## src/rtl/fw_pkg.sv

```systemverilog
package fw_pkg;

    localparam int ID_W    = 2;
    localparam int NUM_MST = 1 << ID_W;
    localparam int ADDR_W  = 16;
    localparam int DATA_W  = 32;
    localparam int SLV_W   = 2;
    localparam int NUM_SLV = 1 << SLV_W;
    localparam int OFS_W   = ADDR_W - SLV_W;
    localparam int AREA_W  = 2;
    localparam int TBL_W   = NUM_MST * NUM_SLV;

    typedef logic [ID_W-1:0]   mid_t;
    typedef logic [ADDR_W-1:0] addr_t;
    typedef logic [DATA_W-1:0] data_t;
    typedef logic [SLV_W-1:0]  sid_t;

    typedef enum logic [AREA_W-1:0] {
        AREA_KEY_STORE = 2'd0,
        AREA_KEY_CTRL  = 2'd1,
        AREA_OPEN_A    = 2'd2,
        AREA_OPEN_B    = 2'd3
    } area_e;

    typedef struct packed {
        mid_t  id;
        addr_t addr;
        logic  we;
    } acc_t;

    typedef struct packed {
        logic  valid;
        logic  err;
        mid_t  id;
        data_t rdata;
    } rsp_t;

    function automatic sid_t slave_of(addr_t a);
        return a[ADDR_W-1 -: SLV_W];
    endfunction

    function automatic area_e area_of(addr_t a);
        return area_e'(a[OFS_W-1 -: AREA_W]);
    endfunction

    function automatic logic in_window(addr_t a, addr_t lo, addr_t hi);
        return (a >= lo) && (a <= hi);
    endfunction

    function automatic logic is_key_area(area_e ar);
        return (ar == AREA_KEY_STORE) || (ar == AREA_KEY_CTRL);
    endfunction

endpackage

```

## src/rtl/fw_region_regs.sv

```systemverilog
module fw_region_regs
    import fw_pkg::*;
(
    input  logic  clk,
    input  logic  rst,
    input  logic  cfg_we,
    input  addr_t cfg_base,
    input  addr_t cfg_limit,
    input  logic  cfg_lock,
    output addr_t base_q,
    output addr_t limit_q,
    output logic  lock_q
);

    always_ff @(posedge clk) begin
        if (rst) begin
            base_q  <= '0;
            limit_q <= '1;
            lock_q  <= 1'b0;
        end else begin
            if (cfg_we && !lock_q) begin
                base_q  <= cfg_base;
                limit_q <= cfg_limit;
            end
            if (cfg_lock) begin
                lock_q <= 1'b1;
            end
        end
    end

endmodule

```

## src/rtl/fw_policy.sv

```systemverilog
module fw_policy
    import fw_pkg::*;
#(
    parameter logic [TBL_W-1:0]   RD_DENY     = 16'h0400,
    parameter logic [TBL_W-1:0]   WR_DENY     = 16'h0022,
    parameter logic [NUM_MST-1:0] SEC_ALLOW   = 4'b1001,
    parameter logic [NUM_MST-1:0] CPU_MASK    = 4'b0011,
    parameter logic [NUM_SLV-1:0] CRYPTO_MASK = 4'b1000,
    parameter int                 KM_ID       = 3
) (
    input  acc_t  acc,
    input  addr_t base,
    input  addr_t limit,
    input  logic  chan_open,
    output logic  deny
);

    logic [NUM_SLV-1:0] rd_row [NUM_MST];
    logic [NUM_SLV-1:0] wr_row [NUM_MST];

    for (genvar m = 0; m < NUM_MST; m++) begin : g_rows
        assign rd_row[m] = RD_DENY[m*NUM_SLV +: NUM_SLV];
        assign wr_row[m] = WR_DENY[m*NUM_SLV +: NUM_SLV];
    end

    sid_t  sid;
    area_e area;
    logic  crypto_tgt;
    logic  from_km;
    logic  from_cpu;
    logic  deny_tbl;
    logic  deny_win;
    logic  deny_closed;
    logic  deny_key;

    always_comb begin
        sid        = slave_of(acc.addr);
        area       = area_of(acc.addr);
        crypto_tgt = CRYPTO_MASK[sid];
        from_km    = (acc.id == mid_t'(KM_ID));
        from_cpu   = CPU_MASK[acc.id];

        deny_tbl    = acc.we ? wr_row[acc.id][sid] : rd_row[acc.id][sid];
        deny_win    = in_window(acc.addr, base, limit) && !SEC_ALLOW[acc.id];
        deny_closed = crypto_tgt && !from_km && !chan_open;
        deny_key    = crypto_tgt && from_cpu && acc.we && is_key_area(area);

        deny = deny_tbl || deny_win || deny_closed || deny_key;
    end

endmodule

```

## src/rtl/fw_err_merge.sv

```systemverilog
module fw_err_merge
    import fw_pkg::*;
(
    input  logic  clk,
    input  logic  rst,
    input  logic  take_err,
    input  mid_t  take_id,
    input  logic  sresp_valid,
    input  logic  sresp_err,
    input  mid_t  sresp_id,
    input  data_t sresp_rdata,
    output rsp_t  rsp,
    output logic  err_busy
);

    mid_t err_id_q;

    always_ff @(posedge clk) begin
        if (rst) begin
            err_busy <= 1'b0;
            err_id_q <= '0;
        end else if (take_err) begin
            err_busy <= 1'b1;
            err_id_q <= take_id;
        end else if (err_busy && !sresp_valid) begin
            err_busy <= 1'b0;
        end
    end

    always_comb begin
        if (sresp_valid) begin
            rsp.valid = 1'b1;
            rsp.err   = sresp_err;
            rsp.id    = sresp_id;
            rsp.rdata = sresp_rdata;
        end else begin
            rsp.valid = err_busy;
            rsp.err   = err_busy;
            rsp.id    = err_id_q;
            rsp.rdata = '0;
        end
    end

endmodule

```

## src/rtl/fw_violation_log.sv

```systemverilog
module fw_violation_log
    import fw_pkg::*;
(
    input  logic  clk,
    input  logic  rst,
    input  logic  clr,
    input  logic  hit,
    input  mid_t  hit_id,
    input  addr_t hit_addr,
    output logic  flag,
    output mid_t  rec_id,
    output addr_t rec_addr
);

    always_ff @(posedge clk) begin
        if (rst) begin
            flag     <= 1'b0;
            rec_id   <= '0;
            rec_addr <= '0;
        end else if (clr) begin
            flag <= 1'b0;
        end else if (hit && !flag) begin
            flag     <= 1'b1;
            rec_id   <= hit_id;
            rec_addr <= hit_addr;
        end
    end

endmodule

```

## src/rtl/sec_addr_firewall.sv

```systemverilog
module sec_addr_firewall
    import fw_pkg::*;
#(
    parameter logic [TBL_W-1:0]   RD_DENY     = 16'h0400,
    parameter logic [TBL_W-1:0]   WR_DENY     = 16'h0022,
    parameter logic [NUM_MST-1:0] SEC_ALLOW   = 4'b1001,
    parameter logic [NUM_MST-1:0] CPU_MASK    = 4'b0011,
    parameter logic [NUM_SLV-1:0] CRYPTO_MASK = 4'b1000,
    parameter int                 KM_ID       = 3
) (
    input  logic              clk,
    input  logic              rst,
    input  logic              req_valid,
    output logic              req_ready,
    input  logic [ID_W-1:0]   req_id,
    input  logic [ADDR_W-1:0] req_addr,
    input  logic              req_we,
    input  logic [DATA_W-1:0] req_wdata,
    output logic              fwd_valid,
    input  logic              fwd_ready,
    output logic [ID_W-1:0]   fwd_id,
    output logic [ADDR_W-1:0] fwd_addr,
    output logic              fwd_we,
    output logic [DATA_W-1:0] fwd_wdata,
    input  logic              sresp_valid,
    input  logic              sresp_err,
    input  logic [ID_W-1:0]   sresp_id,
    input  logic [DATA_W-1:0] sresp_rdata,
    output logic              rsp_valid,
    output logic              rsp_err,
    output logic [ID_W-1:0]   rsp_id,
    output logic [DATA_W-1:0] rsp_rdata,
    input  logic              km_ready,
    input  logic              cfg_we,
    input  logic [ADDR_W-1:0] cfg_base,
    input  logic [ADDR_W-1:0] cfg_limit,
    input  logic              cfg_lock,
    input  logic              viol_clr,
    output logic              viol_flag,
    output logic [ID_W-1:0]   viol_id,
    output logic [ADDR_W-1:0] viol_addr
);

    acc_t  acc;
    addr_t base_q;
    addr_t limit_q;
    logic  lock_q;
    logic  km_open_q;
    logic  deny;
    logic  err_busy;
    logic  take_err;
    rsp_t  rsp;

    assign acc.id   = req_id;
    assign acc.addr = req_addr;
    assign acc.we   = req_we;

    always_ff @(posedge clk) begin
        if (rst) begin
            km_open_q <= 1'b0;
        end else begin
            km_open_q <= km_ready;
        end
    end

    fw_region_regs u_region (
        .clk       (clk),
        .rst       (rst),
        .cfg_we    (cfg_we),
        .cfg_base  (cfg_base),
        .cfg_limit (cfg_limit),
        .cfg_lock  (cfg_lock),
        .base_q    (base_q),
        .limit_q   (limit_q),
        .lock_q    (lock_q)
    );

    fw_policy #(
        .RD_DENY     (RD_DENY),
        .WR_DENY     (WR_DENY),
        .SEC_ALLOW   (SEC_ALLOW),
        .CPU_MASK    (CPU_MASK),
        .CRYPTO_MASK (CRYPTO_MASK),
        .KM_ID       (KM_ID)
    ) u_policy (
        .acc       (acc),
        .base      (base_q),
        .limit     (limit_q),
        .chan_open (km_open_q),
        .deny      (deny)
    );

    assign fwd_valid = req_valid && !deny;
    assign req_ready = deny ? !err_busy : fwd_ready;
    assign take_err  = req_valid && deny && !err_busy;
    assign fwd_id    = req_id;
    assign fwd_addr  = req_addr;
    assign fwd_we    = req_we;
    assign fwd_wdata = req_wdata;

    fw_err_merge u_merge (
        .clk         (clk),
        .rst         (rst),
        .take_err    (take_err),
        .take_id     (req_id),
        .sresp_valid (sresp_valid),
        .sresp_err   (sresp_err),
        .sresp_id    (sresp_id),
        .sresp_rdata (sresp_rdata),
        .rsp         (rsp),
        .err_busy    (err_busy)
    );

    assign rsp_valid = rsp.valid;
    assign rsp_err   = rsp.err;
    assign rsp_id    = rsp.id;
    assign rsp_rdata = rsp.rdata;

    fw_violation_log u_vlog (
        .clk      (clk),
        .rst      (rst),
        .clr      (viol_clr),
        .hit      (take_err),
        .hit_id   (req_id),
        .hit_addr (req_addr),
        .flag     (viol_flag),
        .rec_id   (viol_id),
        .rec_addr (viol_addr)
    );

endmodule

```

## config.mk

```make
export PLATFORM = sky130hd
export DESIGN_NAME = sec_addr_firewall
export DESIGN_NICKNAME = d
export VERILOG_FILES = /design/src/rtl/fw_pkg.sv /design/src/rtl/fw_region_regs.sv /design/src/rtl/fw_policy.sv /design/src/rtl/fw_err_merge.sv /design/src/rtl/fw_violation_log.sv /design/src/rtl/sec_addr_firewall.sv
export SDC_FILE = /design/constraint.sdc
export NUM_CORES = 1
export LEC_CHECK = 0
export BUFFER_PORTS_ARGS = -buffer_cell sky130_fd_sc_hd__buf_2
export CELL_PAD_IN_SITES_DETAIL_PLACEMENT = 1
export CELL_PAD_IN_SITES_GLOBAL_PLACEMENT = 2
export CORE_MARGIN = 2
export CORE_UTILIZATION = 22
export DETAILED_ROUTE_END_ITERATION = 10
export HOLD_SLACK_MARGIN = 0.02
export PLACE_DENSITY = 0.9
export SYNTH_ARGS = -nofsm -noshare
export SYNTH_HDL_FRONTEND = slang
export SYNTH_SLANG_ARGS = --single-unit
export TNS_END_PERCENT = 10
```

## constraint.sdc

```tcl
create_clock -name clk -period 3.77 [get_ports clk]
set_input_delay 0.754 -clock clk [delete_from_list [all_inputs] [get_ports clk]]
set_output_delay 0.754 -clock clk [all_outputs]
set_load 0.03 [all_outputs]
```

==> results.json, run 1 <==
{
  "cts_buffers": 5,
  "ys_seq_elements": 56,
  "start_kind": "primary input",
  "hold_class": "reg2reg",
  "finalMaxSlewViolations": 0,
  "outcome": "completed",
  "crit_family": "compound AO/OA/AOI/OAI gates",
  "ys.flop_type": "dfxtp_1",
  "worstSetupPathType": "in2out",
  "drc": 0,
  "clk_latency_ns": 0.31,
  "antenna_found_initial": 0,
  "finalNonFillerCells": 782,
  "fin_skew_ns": 0.007719,
  "ys_seq_area_share_pct": 30.25,
  "ir_drop_v": 0.0001601,
  "drt-initial-drc-count": 75,
  "setup_viol": 0,
  "min_period_ns": 3.708,
  "hold_violations": 0,
  "crit_arrival_ns": 2.95,
  "diodes": 0,
  "worst_path_largest_cell_delay_ns": 0.39,
  "initial_core_util_pct": 22.43,
  "cp_common_cell": "buf_2",
  "finalCritPeriodShare_pct": 98.35,
  "cp.required_ns": 3.02,
  "r2r_end": "u_vlog.flag$_SDFFE_PP0P_",
  "r2r_cells": 10,
  "root_buffer": "clkbuf_16",
  "hpwl_um": 9581,
  "holdPathEnd": "u_region.base_q[8]$_SDFFE_PP0P_",
  "grtUsageTotal_pct": 12.51,
  "grt_pass1_wl_um": 17330,
  "first_pass_iters": 4,
  "cts.reportedPaths.clkPinSlew_ns": 0.07,
  "relSlewSlack_pct": 51.07,
  "dp.cells": 774,
  "cp_num_buf_inv": 4,
  "tightestPinTransition_ns": 0.7339,
  "crit_chain": "buf_2 -> inv_1 -> ha_1 -> nand2b_1 -> a2111oi_0 -> buf_4 -> or4b_4 -> a31oi_1 -> a21oi_1 -> mux2_2 -> buf_2",
  "synth_edf_count": 0,
  "wl_per_cell_um": 14.84,
  "synth_area_um2": 3706,
  "gp_congestion": 0.7889,
  "layout_common_cells": "buf_2, dfxtp_1, nand2_1",
  "fin_ws_ns": 0.06218,
  "maxCapViolCount": 0,
  "nNetsFinal": 722,
  "path_max_fanout": 3,
  "end_kind": "output port",
  "fillerInstances": 2035,
  "register_area_um2": 1121,
  "cts_max_path_buffers": 2,
  "layout_commonest_cell": "buf_2",
  "stdcell_area_um2": 4622,
  "p_per_area_nw_per_um2": 355.0,
  "p_leak_nw": 2.386,
  "vias_per_cell": 4.168,
  "grt_max_degree": 47,
  "final_core_util_pct": 27.97,
  "rows": 47,
  "syn_nets": 606,
  "io_buffer_count": 170,
  "clock-sinks": 56,
  "whs_path_depth": 2,
  "dpl_worst_slack_ns": 0.03819,
  "hp-start": "u_region.base_q[8]$_SDFFE_PP0P_",
  "die_area_um2": 17900,
  "io_pins": 235,
  "multi_input_area_um2": 1977,
  "ys_types": 44,
  "grt_pass1_vias": 3303,
  "cts_post_setup_buffers_inserted": 0,
  "async_reset_ff_share_pct": 0,
  "drtAntennaViolNets": 0,
  "num_vias": 3259,
  "max_freq_mhz": 269.7,
  "cpMaxStageDelayCell": "a2111oi_0",
  "placed_area_um2": 4448,
  "core-area_um2": 16520,
  "grt_overflow": 0,
  "die-width_um": 133.8,
  "syn_to_final_growth_pct": 24.71,
  "yosys_warnings": 0,
  "cts_tree": "done",
  "drive_gt1_share_pct": 35.94,
  "synth_cells": 445,
  "r2r_start": "u_region.base_q[13]$_SDFFE_PP0P_",
  "drt-total-wl_um": 11610,
  "ff2ff_setup_slack_ns": 1.36,
  "cts_max_level": 2,
  "die_y_um": 133.8,
  "synth_area_per_cell_um2": 8.328
}
-- metrics by stage --
stage	hold WS [ns]	setup TNS, ns	total power, mW
after global placement	0.4438	0	1.109
final	0.4560	0	1.641
after global routing	0.4801	-0.05355	1.732
after floorplan	0.4363	0	1.023
after detailed placement	0.4490	0	1.118
after CTS	0.4593	0	1.677
-- repair_timing --
item / in CTS / in global routing
hold buffers: 0 / 0
setup endpoints to repair: 0 / 1
gates resized for setup: 0 / 1
-- layout make-up --
cell class	count	share of cell area (%)
Multi-Input combinational cell	281	42.77
Sequential cell	56	24.26
Timing Repair Buffer	181	20.47
Tap cell	220	5.956
Inverter	36	2.924
Clock buffer	5	2.707
Clock inverter	3	0.9204
-- where the power goes --
part | internal (mW) | total [mW] | leakage (nW) | switching, mW
sequential | 0.629 | 0.644 | 0.460 | 0.0154
combinational | 0.175 | 0.452 | 1.85 | 0.277
clock | 0.313 | 0.545 | 0.0798 | 0.232
-- routing by layer --
layer / vias up / wire length [um] / GRT usage (%)
met1: 1472 / 4739 / 14.10
li1: 1649 / - / -
met2: 116 / 5861 / 23.02
met5: - / 0 / 0
met4: 0 / 281 / 3.960
met3: 22 / 726 / 3.137
-- cell families after synthesis --
| group | share of synthesized area (%) |
|---|---|
| flip-flops | 30.25 |
| adder cells (fa/ha/maj) | 11.48 |
| AND/OR/NAND/NOR | 23.30 |
| multiplexers | 6.313 |
| buffers and inverters | 16.75 |
| AO/OA/AOI/OAI | 11.92 |
-- state kept, by name, indices dropped and copies added, names as in the netlist --
name	cells
u_vlog.flag	1
u_region.base_q	16
u_region.limit_q	16
u_vlog.rec_addr	16
km_open_q	1
u_region.lock_q	1
u_merge.err_busy	1
u_vlog.rec_id	2
u_merge.err_id_q	2
-- worst min-delay path, cell delays in order (launching register included) --
cell and delay (ns):
dfxtp_1 0.31, nand2_1 0.05, a21oi_1 0.05
-- Yosys cell counts (2+ instances only) --
master	instances	area [um^2]
clkbuf_1	18	67.56
o21ai_0	4	20.02
nand4_1	3	18.77
ha_1	34	425.4
nand3_1	5	25.02
dfxtp_1	56	1121
a211o_1	15	131.4
nand2b_1	40	250.2
nand2_1	43	161.4
mux2i_1	20	200.2
a21oi_1	30	150.1
mux2_2	3	33.78
nor2b_1	3	18.77
inv_1	36	135.1
nor2_1	21	78.83
a211oi_1	2	15.01
nor3b_1	2	15.01
and2_1	34	212.7
buf_4	51	382.9
-- worst max path at each step --
stage / startpoint / end / cells past startpoint
floorplan: req_addr[0] / req_ready / 8
global placement: req_addr[0] / req_ready / 11
detailed placement: req_addr[0] / req_ready / 11
CTS: req_addr[0] / req_ready / 11
global route: req_addr[15] / req_ready / 9
finish: req_addr[0] / req_ready / 11
No activity file was read; power rests on OpenSTA's default activity.
==> run 2, diff against run 1 <==
--- a/config.mk
+++ b/config.mk
@@ -9,10 +9,10 @@
 export CELL_PAD_IN_SITES_DETAIL_PLACEMENT = 1
 export CELL_PAD_IN_SITES_GLOBAL_PLACEMENT = 2
 export CORE_MARGIN = 2
-export CORE_UTILIZATION = 22
+export CORE_UTILIZATION = 20
 export DETAILED_ROUTE_END_ITERATION = 10
 export HOLD_SLACK_MARGIN = 0.02
-export PLACE_DENSITY = 0.9
+export PLACE_DENSITY = 0.86
 export SYNTH_ARGS = -nofsm -noshare
 export SYNTH_HDL_FRONTEND = slang
 export SYNTH_SLANG_ARGS = --single-unit
==> constraint.sdc (replaced) <==
create_clock -name clk -period 3 [get_ports clk]
set_input_delay 0.6 -clock clk [delete_from_list [all_inputs] [get_ports clk]]
set_output_delay 0.6 -clock clk [all_outputs]
set_load 0.03 [all_outputs]
==> results.json, run 2 (same netlist as run 1, synthesis figures left out) <==
{
  "die-width_um": 140.1,
  "crit_family": "compound AO/OA/AOI/OAI gates",
  "cts_buffers": 5,
  "worst_path_largest_cell_delay_ns": 0.32,
  "tightestPinTransition_ns": 0.8267,
  "placed_area_um2": 4614,
  "hold_violations": 0,
  "drt-initial-drc-count": 151,
  "cts_max_path_buffers": 2,
  "drc": 25,
  "violations": "DRC, setup timing",
  "final.setup.tns_ns": -0.09476,
  "power_mw": 2.277,
  "nNetsFinal": 750,
  "layout_common_cells": "buf_2, dfxtp_1, nand2_1",
  "die_y_um": 140.1,
  "hold_class": "reg2reg",
  "cts_max_level": 2,
  "ff2ff_setup_slack_ns": 0.53,
  "finalCritPeriodShare_pct": 102.7,
  "drtAntennaViolNets": 0,
  "gp_congestion": 0.7153,
  "worstSetupPathType": "in2out",
  "vias_per_cell": 4.176,
  "io_buffer_count": 170,
  "stdcell_area_um2": 5228,
  "crit_chain": "buf_2 -> buf_4 -> ha_4 -> nor2b_1 -> o211ai_1 -> a21boi_2 -> o31ai_2 -> a21oi_2 -> mux2_4 -> buf_6",
  "relSlewSlack_pct": 44.89,
  "ir_drop_v": 0.0002127,
  "initial_core_util_pct": 20.49,
  "dp.cells": 803,
  "end_kind": "output port",
  "grtUsageTotal_pct": 12.76,
  "wl_per_cell_um": 15.61,
  "die_area_um2": 19640,
  "syn_to_final_growth_pct": 41.05,
  "layout_commonest_cell": "buf_2",
  "maxCapViolCount": 0,
  "grt_pass1_wl_um": 19140,
  "final_core_util_pct": 28.90,
  "register_area_um2": 1130,
  "grt_overflow": 0,
  "multi_input_area_um2": 2257,
  "hpwl_um": 10120,
  "drt-total-wl_um": 12790,
  "start_kind": "primary input",
  "io_pins": 235,
  "outcome": "finished with violations",
  "root_buffer": "clkbuf_16",
  "cts_hold_buf": 0,
  "dpl_worst_slack_ns": -0.3668,
  "cts_tree": "done",
  "holdWs_ns": 0.4537,
  "finalNonFillerCells": 819,
  "fillerInstances": 2173,
  "setup_viol": 2,
  "max_freq_mhz": 324.5,
  "p_per_area_nw_per_um2": 435.5,
  "fin_skew_ns": 0.01387,
  "cpMaxStageDelayCell": "mux2_4",
  "core-area_um2": 18090,
  "grt_pass1_vias": 3453,
  "diodes": 0,
  "clock-sinks": 56,
  "drive_gt1_share_pct": 44.24,
  "num_vias": 3420,
  "min_period_ns": 3.081,
  "clk_latency_ns": 0.31,
  "rows": 49,
  "cp.required_ns": 2.40,
  "reg_top3": "u_region.base_q x16, u_region.limit_q x16, u_vlog.rec_addr x16",
  "fin_ws_ns": -0.08141,
  "antenna_found_initial": 2,
  "rsz0062_at_grt": "yes",
  "crit_arrival_ns": 2.48,
  "grt_max_degree": 52,
  "cts.reportedPaths.clkPinSlew_ns": 0.07,
  "path_max_fanout": 3,
  "finalMaxSlewViolations": 0,
  "first_pass_iters": 8,
  "cp_num_buf_inv": 3,
  "p_leak_nw": 2.581
}
-- run 2: layout make-up --
cell class                      instances  area share (%)
Clock buffer                            5           2.393
Clock inverter                          3           1.316
Inverter                               36           2.585
Multi-Input combinational cell        281           43.18
Sequential cell                        56           21.61
Tap cell                              229           5.481
Timing Repair Buffer                  209           23.43
-- run 2: worst min-delay path, stage by stage (launching register included) --
cell and delay (ns):
dfxtp_2 0.32, nand2_1 0.05, a21oi_1 0.05
-- run 2: path summary, 6_finish.rpt --
| check | startpoint | end | depth (start not counted) |
|---|---|---|---|
| hold / removal | u_region.base_q[8]$_SDFFE_PP0P_ | u_region.base_q[8]$_SDFFE_PP0P_ | 2 |
| hold reg to reg | u_region.base_q[8]$_SDFFE_PP0P_ | u_region.base_q[8]$_SDFFE_PP0P_ | 2 |
| setup / recovery | req_addr[1] | req_ready | 10 |
| setup reg to reg | u_region.base_q[12]$_SDFFE_PP0P_ | u_vlog.flag$_SDFFE_PP0P_ | 11 |
-- run 2: routing by layer --
metal  track usage (%)  up-vias  wire, um
met5                 0        -         7
met2             23.77      128      6580
met1             14.05     1565      5144
met3             3.624       21       836
met4             3.828        2       217
li1                  -     1704         -
-- run 2: what timing repair did --
action,CTS,global route
endpoints found under the setup margin,2,2
gates resized for setup,56,7
buffers inserted,7,2
pin swaps,23,4
-- run 2: power by group --
| part | internal, mW | switching (mW) | leakage (nW) | total, mW |
|---|---|---|---|---|
| logic | 0.297 | 0.393 | 2.02 | 0.690 |
| registers | 0.791 | 0.0201 | 0.463 | 0.811 |
| clock network | 0.482 | 0.294 | 0.0944 | 0.776 |
==> run 3, diff against run 2 <==
--- a/config.mk
+++ b/config.mk
@@ -9,10 +9,11 @@
 export CELL_PAD_IN_SITES_DETAIL_PLACEMENT = 1
 export CELL_PAD_IN_SITES_GLOBAL_PLACEMENT = 2
 export CORE_MARGIN = 2
-export CORE_UTILIZATION = 20
+export CORE_UTILIZATION = 21
+export CTS_BUF_LIST = sky130_fd_sc_hd__clkbuf_4 sky130_fd_sc_hd__clkbuf_8
 export DETAILED_ROUTE_END_ITERATION = 10
 export HOLD_SLACK_MARGIN = 0.02
-export PLACE_DENSITY = 0.86
+export PLACE_DENSITY = 0.89
 export SYNTH_ARGS = -nofsm -noshare
 export SYNTH_HDL_FRONTEND = slang
 export SYNTH_SLANG_ARGS = --single-unit
==> results.json, run 3 (same netlist as run 1, synthesis figures left out) <==
{
  "relSlewSlack_pct": 45.05,
  "clk_latency_ns": 0.36,
  "fin_skew_ns": 0.02454,
  "diodes": 0,
  "wl_per_cell_um": 15.35,
  "setup_viol": 2,
  "crit_arrival_ns": 2.53,
  "dpl_worst_slack_ns": -0.3708,
  "combPwrFrac_pct": 33.9,
  "drive_gt1_share_pct": 45.05,
  "finalMaxSlewViolations": 0,
  "p_per_area_nw_per_um2": 387.9,
  "io_pins": 235,
  "grt_pass1_vias": 3404,
  "fillerInstances": 2117,
  "finalCritPeriodShare_pct": 104.2,
  "drc": 0,
  "die_y_um": 136.8,
  "gp_congestion": 0.7972,
  "rows": 48,
  "end_kind": "output port",
  "max_freq_mhz": 319.9,
  "netSwitchingFraction_pct": 36.14,
  "nNetsFinal": 746,
  "layout_commonest_cell": "buf_2",
  "root_buffer": "clkbuf_8",
  "first_pass_iters": 4,
  "drt-initial-drc-count": 48,
  "min_period_ns": 3.126,
  "io_buffer_count": 170,
  "cts_tree": "done",
  "num_vias": 3403,
  "grt_pass1_wl_um": 18300,
  "violations": "setup timing",
  "worstSetupPathType": "in2out",
  "cts_max_level": 2,
  "grtUsageTotal_pct": 13.09,
  "maxCapViolCount": 0,
  "fin_ws_ns": -0.1257,
  "layout_common_cells": "buf_2, dfxtp_1, nand2_1",
  "grt_overflow": 0,
  "drtAntennaViolNets": 0,
  "cp.required_ns": 2.40,
  "cts.reportedPaths.clkPinSlew_ns": 0.13,
  "die-width_um": 136.8,
  "p_leak_nw": 2.498,
  "reg_top3": "u_region.base_q x16, u_region.limit_q x16, u_vlog.rec_addr x16",
  "path_max_fanout": 3,
  "syn_to_final_growth_pct": 35.31,
  "p_sw_mw": 0.7031,
  "hold_class": "in2reg",
  "pwr-share-clk_pct": 24.3,
  "outcome": "finished with violations",
  "rsz0062_at_grt": "yes",
  "hpwl_um": 9873,
  "ir_drop_v": 0.0002847,
  "die_area_um2": 18730,
  "start_kind": "primary input",
  "core-area_um2": 17300,
  "vias_per_cell": 4.196,
  "dp.cells": 797,
  "hold_violations": 0,
  "tightestPinTransition_ns": 0.8243,
  "antenna_found_initial": 0,
  "initial_core_util_pct": 21.43,
  "p_int_mw": 1.242,
  "grt_max_degree": 51,
  "clock-sinks": 56,
  "sequentialPowerShare_pct": 41.7,
  "cts_max_path_buffers": 2,
  "finalNonFillerCells": 811,
  "drt-total-wl_um": 12450,
  "cts_buffers": 5
}
==> run 3: worst max-delay path, stage by stage <==
cell and delay (ns):
buf_2 0.16, ha_4 0.31, nand4_4 0.11, nor2_4 0.11, or4b_4 0.49, a31oi_4 0.18
a21oi_2 0.09, mux2_4 0.33, buf_6 0.14
==> run 3: worst paths after layout <==
path	to	depth (start not counted)	startpoint	slack [ns]
setup reg to reg	u_merge.err_id_q[1]$_SDFFE_PP0P_	11	u_region.limit_q[1]$_SDFFE_PP1P_	0.57
hold reg to reg	u_region.base_q[7]$_SDFFE_PP0P_	2	u_region.base_q[7]$_SDFFE_PP0P_	0.46
setup / recovery	req_ready	9	req_addr[15]	-0.13
hold / removal	u_vlog.flag$_SDFFE_PP0P_	2	viol_clr	0.40
==> run 3: power groups by stage <==
stage	clock, mW	sequential (mW)	combinational (mW)
2_1_floorplan	0	0.849	0.436
3_3_place_gp	0	0.826	0.596
3_5_place_dp	0	0.828	0.605
4_1_cts	0.497	0.813	0.661
5_1_grt	0.525	0.819	0.728
6_report	0.473	0.812	0.660
==> run 3: repair_timing <==
item	CTS	global route
endpoints found under the setup margin	2	2
gates cloned	0	0
hold buffers	0	0
buffers inserted	5	2
resized for setup	47	6
pin swaps	12	9
==> run 3: metal layers <==
layer  share of wire (%)  wire (um)  global-route usage [%]  vias to the layer above
met3                 8.0       1000                   3.963                       18
met5                   0          0                       0                        -
met4                 1.5        186                   3.150                        0
li1                    -          -                       -                     1695
met2                  50       6262                   24.53                      127
met1                  40       5002                   14.33                     1563
==> run 3: per-stage QoR <==
stage / TNS, ns / power [mW] / hold slack, ns / util (%) / cell area (um^2)
after floorplan: 0 / 1.285 / 0.4363 / - / 3706
after global placement: -0.5855 / 1.422 / 0.4437 / 26.53 / 4589
after detailed placement: -0.6405 / 1.433 / 0.4480 / 26.53 / 4589
after CTS: -0.1441 / 1.970 / 0.3825 / 28.76 / 4975
after global routing: -0.3048 / 2.071 / 0.3900 / 28.99 / 5015
final: -0.1713 / 1.945 / 0.3991 / 28.99 / 5015
==> run 3: layout make-up <==
cell class,count,area (um^2),area share [%]
repair buffers,205,1142,22.78
clock buffers,5,68.82,1.372
inverters,36,135.1,2.695
flip-flops and latches,56,1132,22.58
clock inverters,3,26.28,0.5240
multi-input cells,281,2228,44.44
well taps,225,281.5,5.614
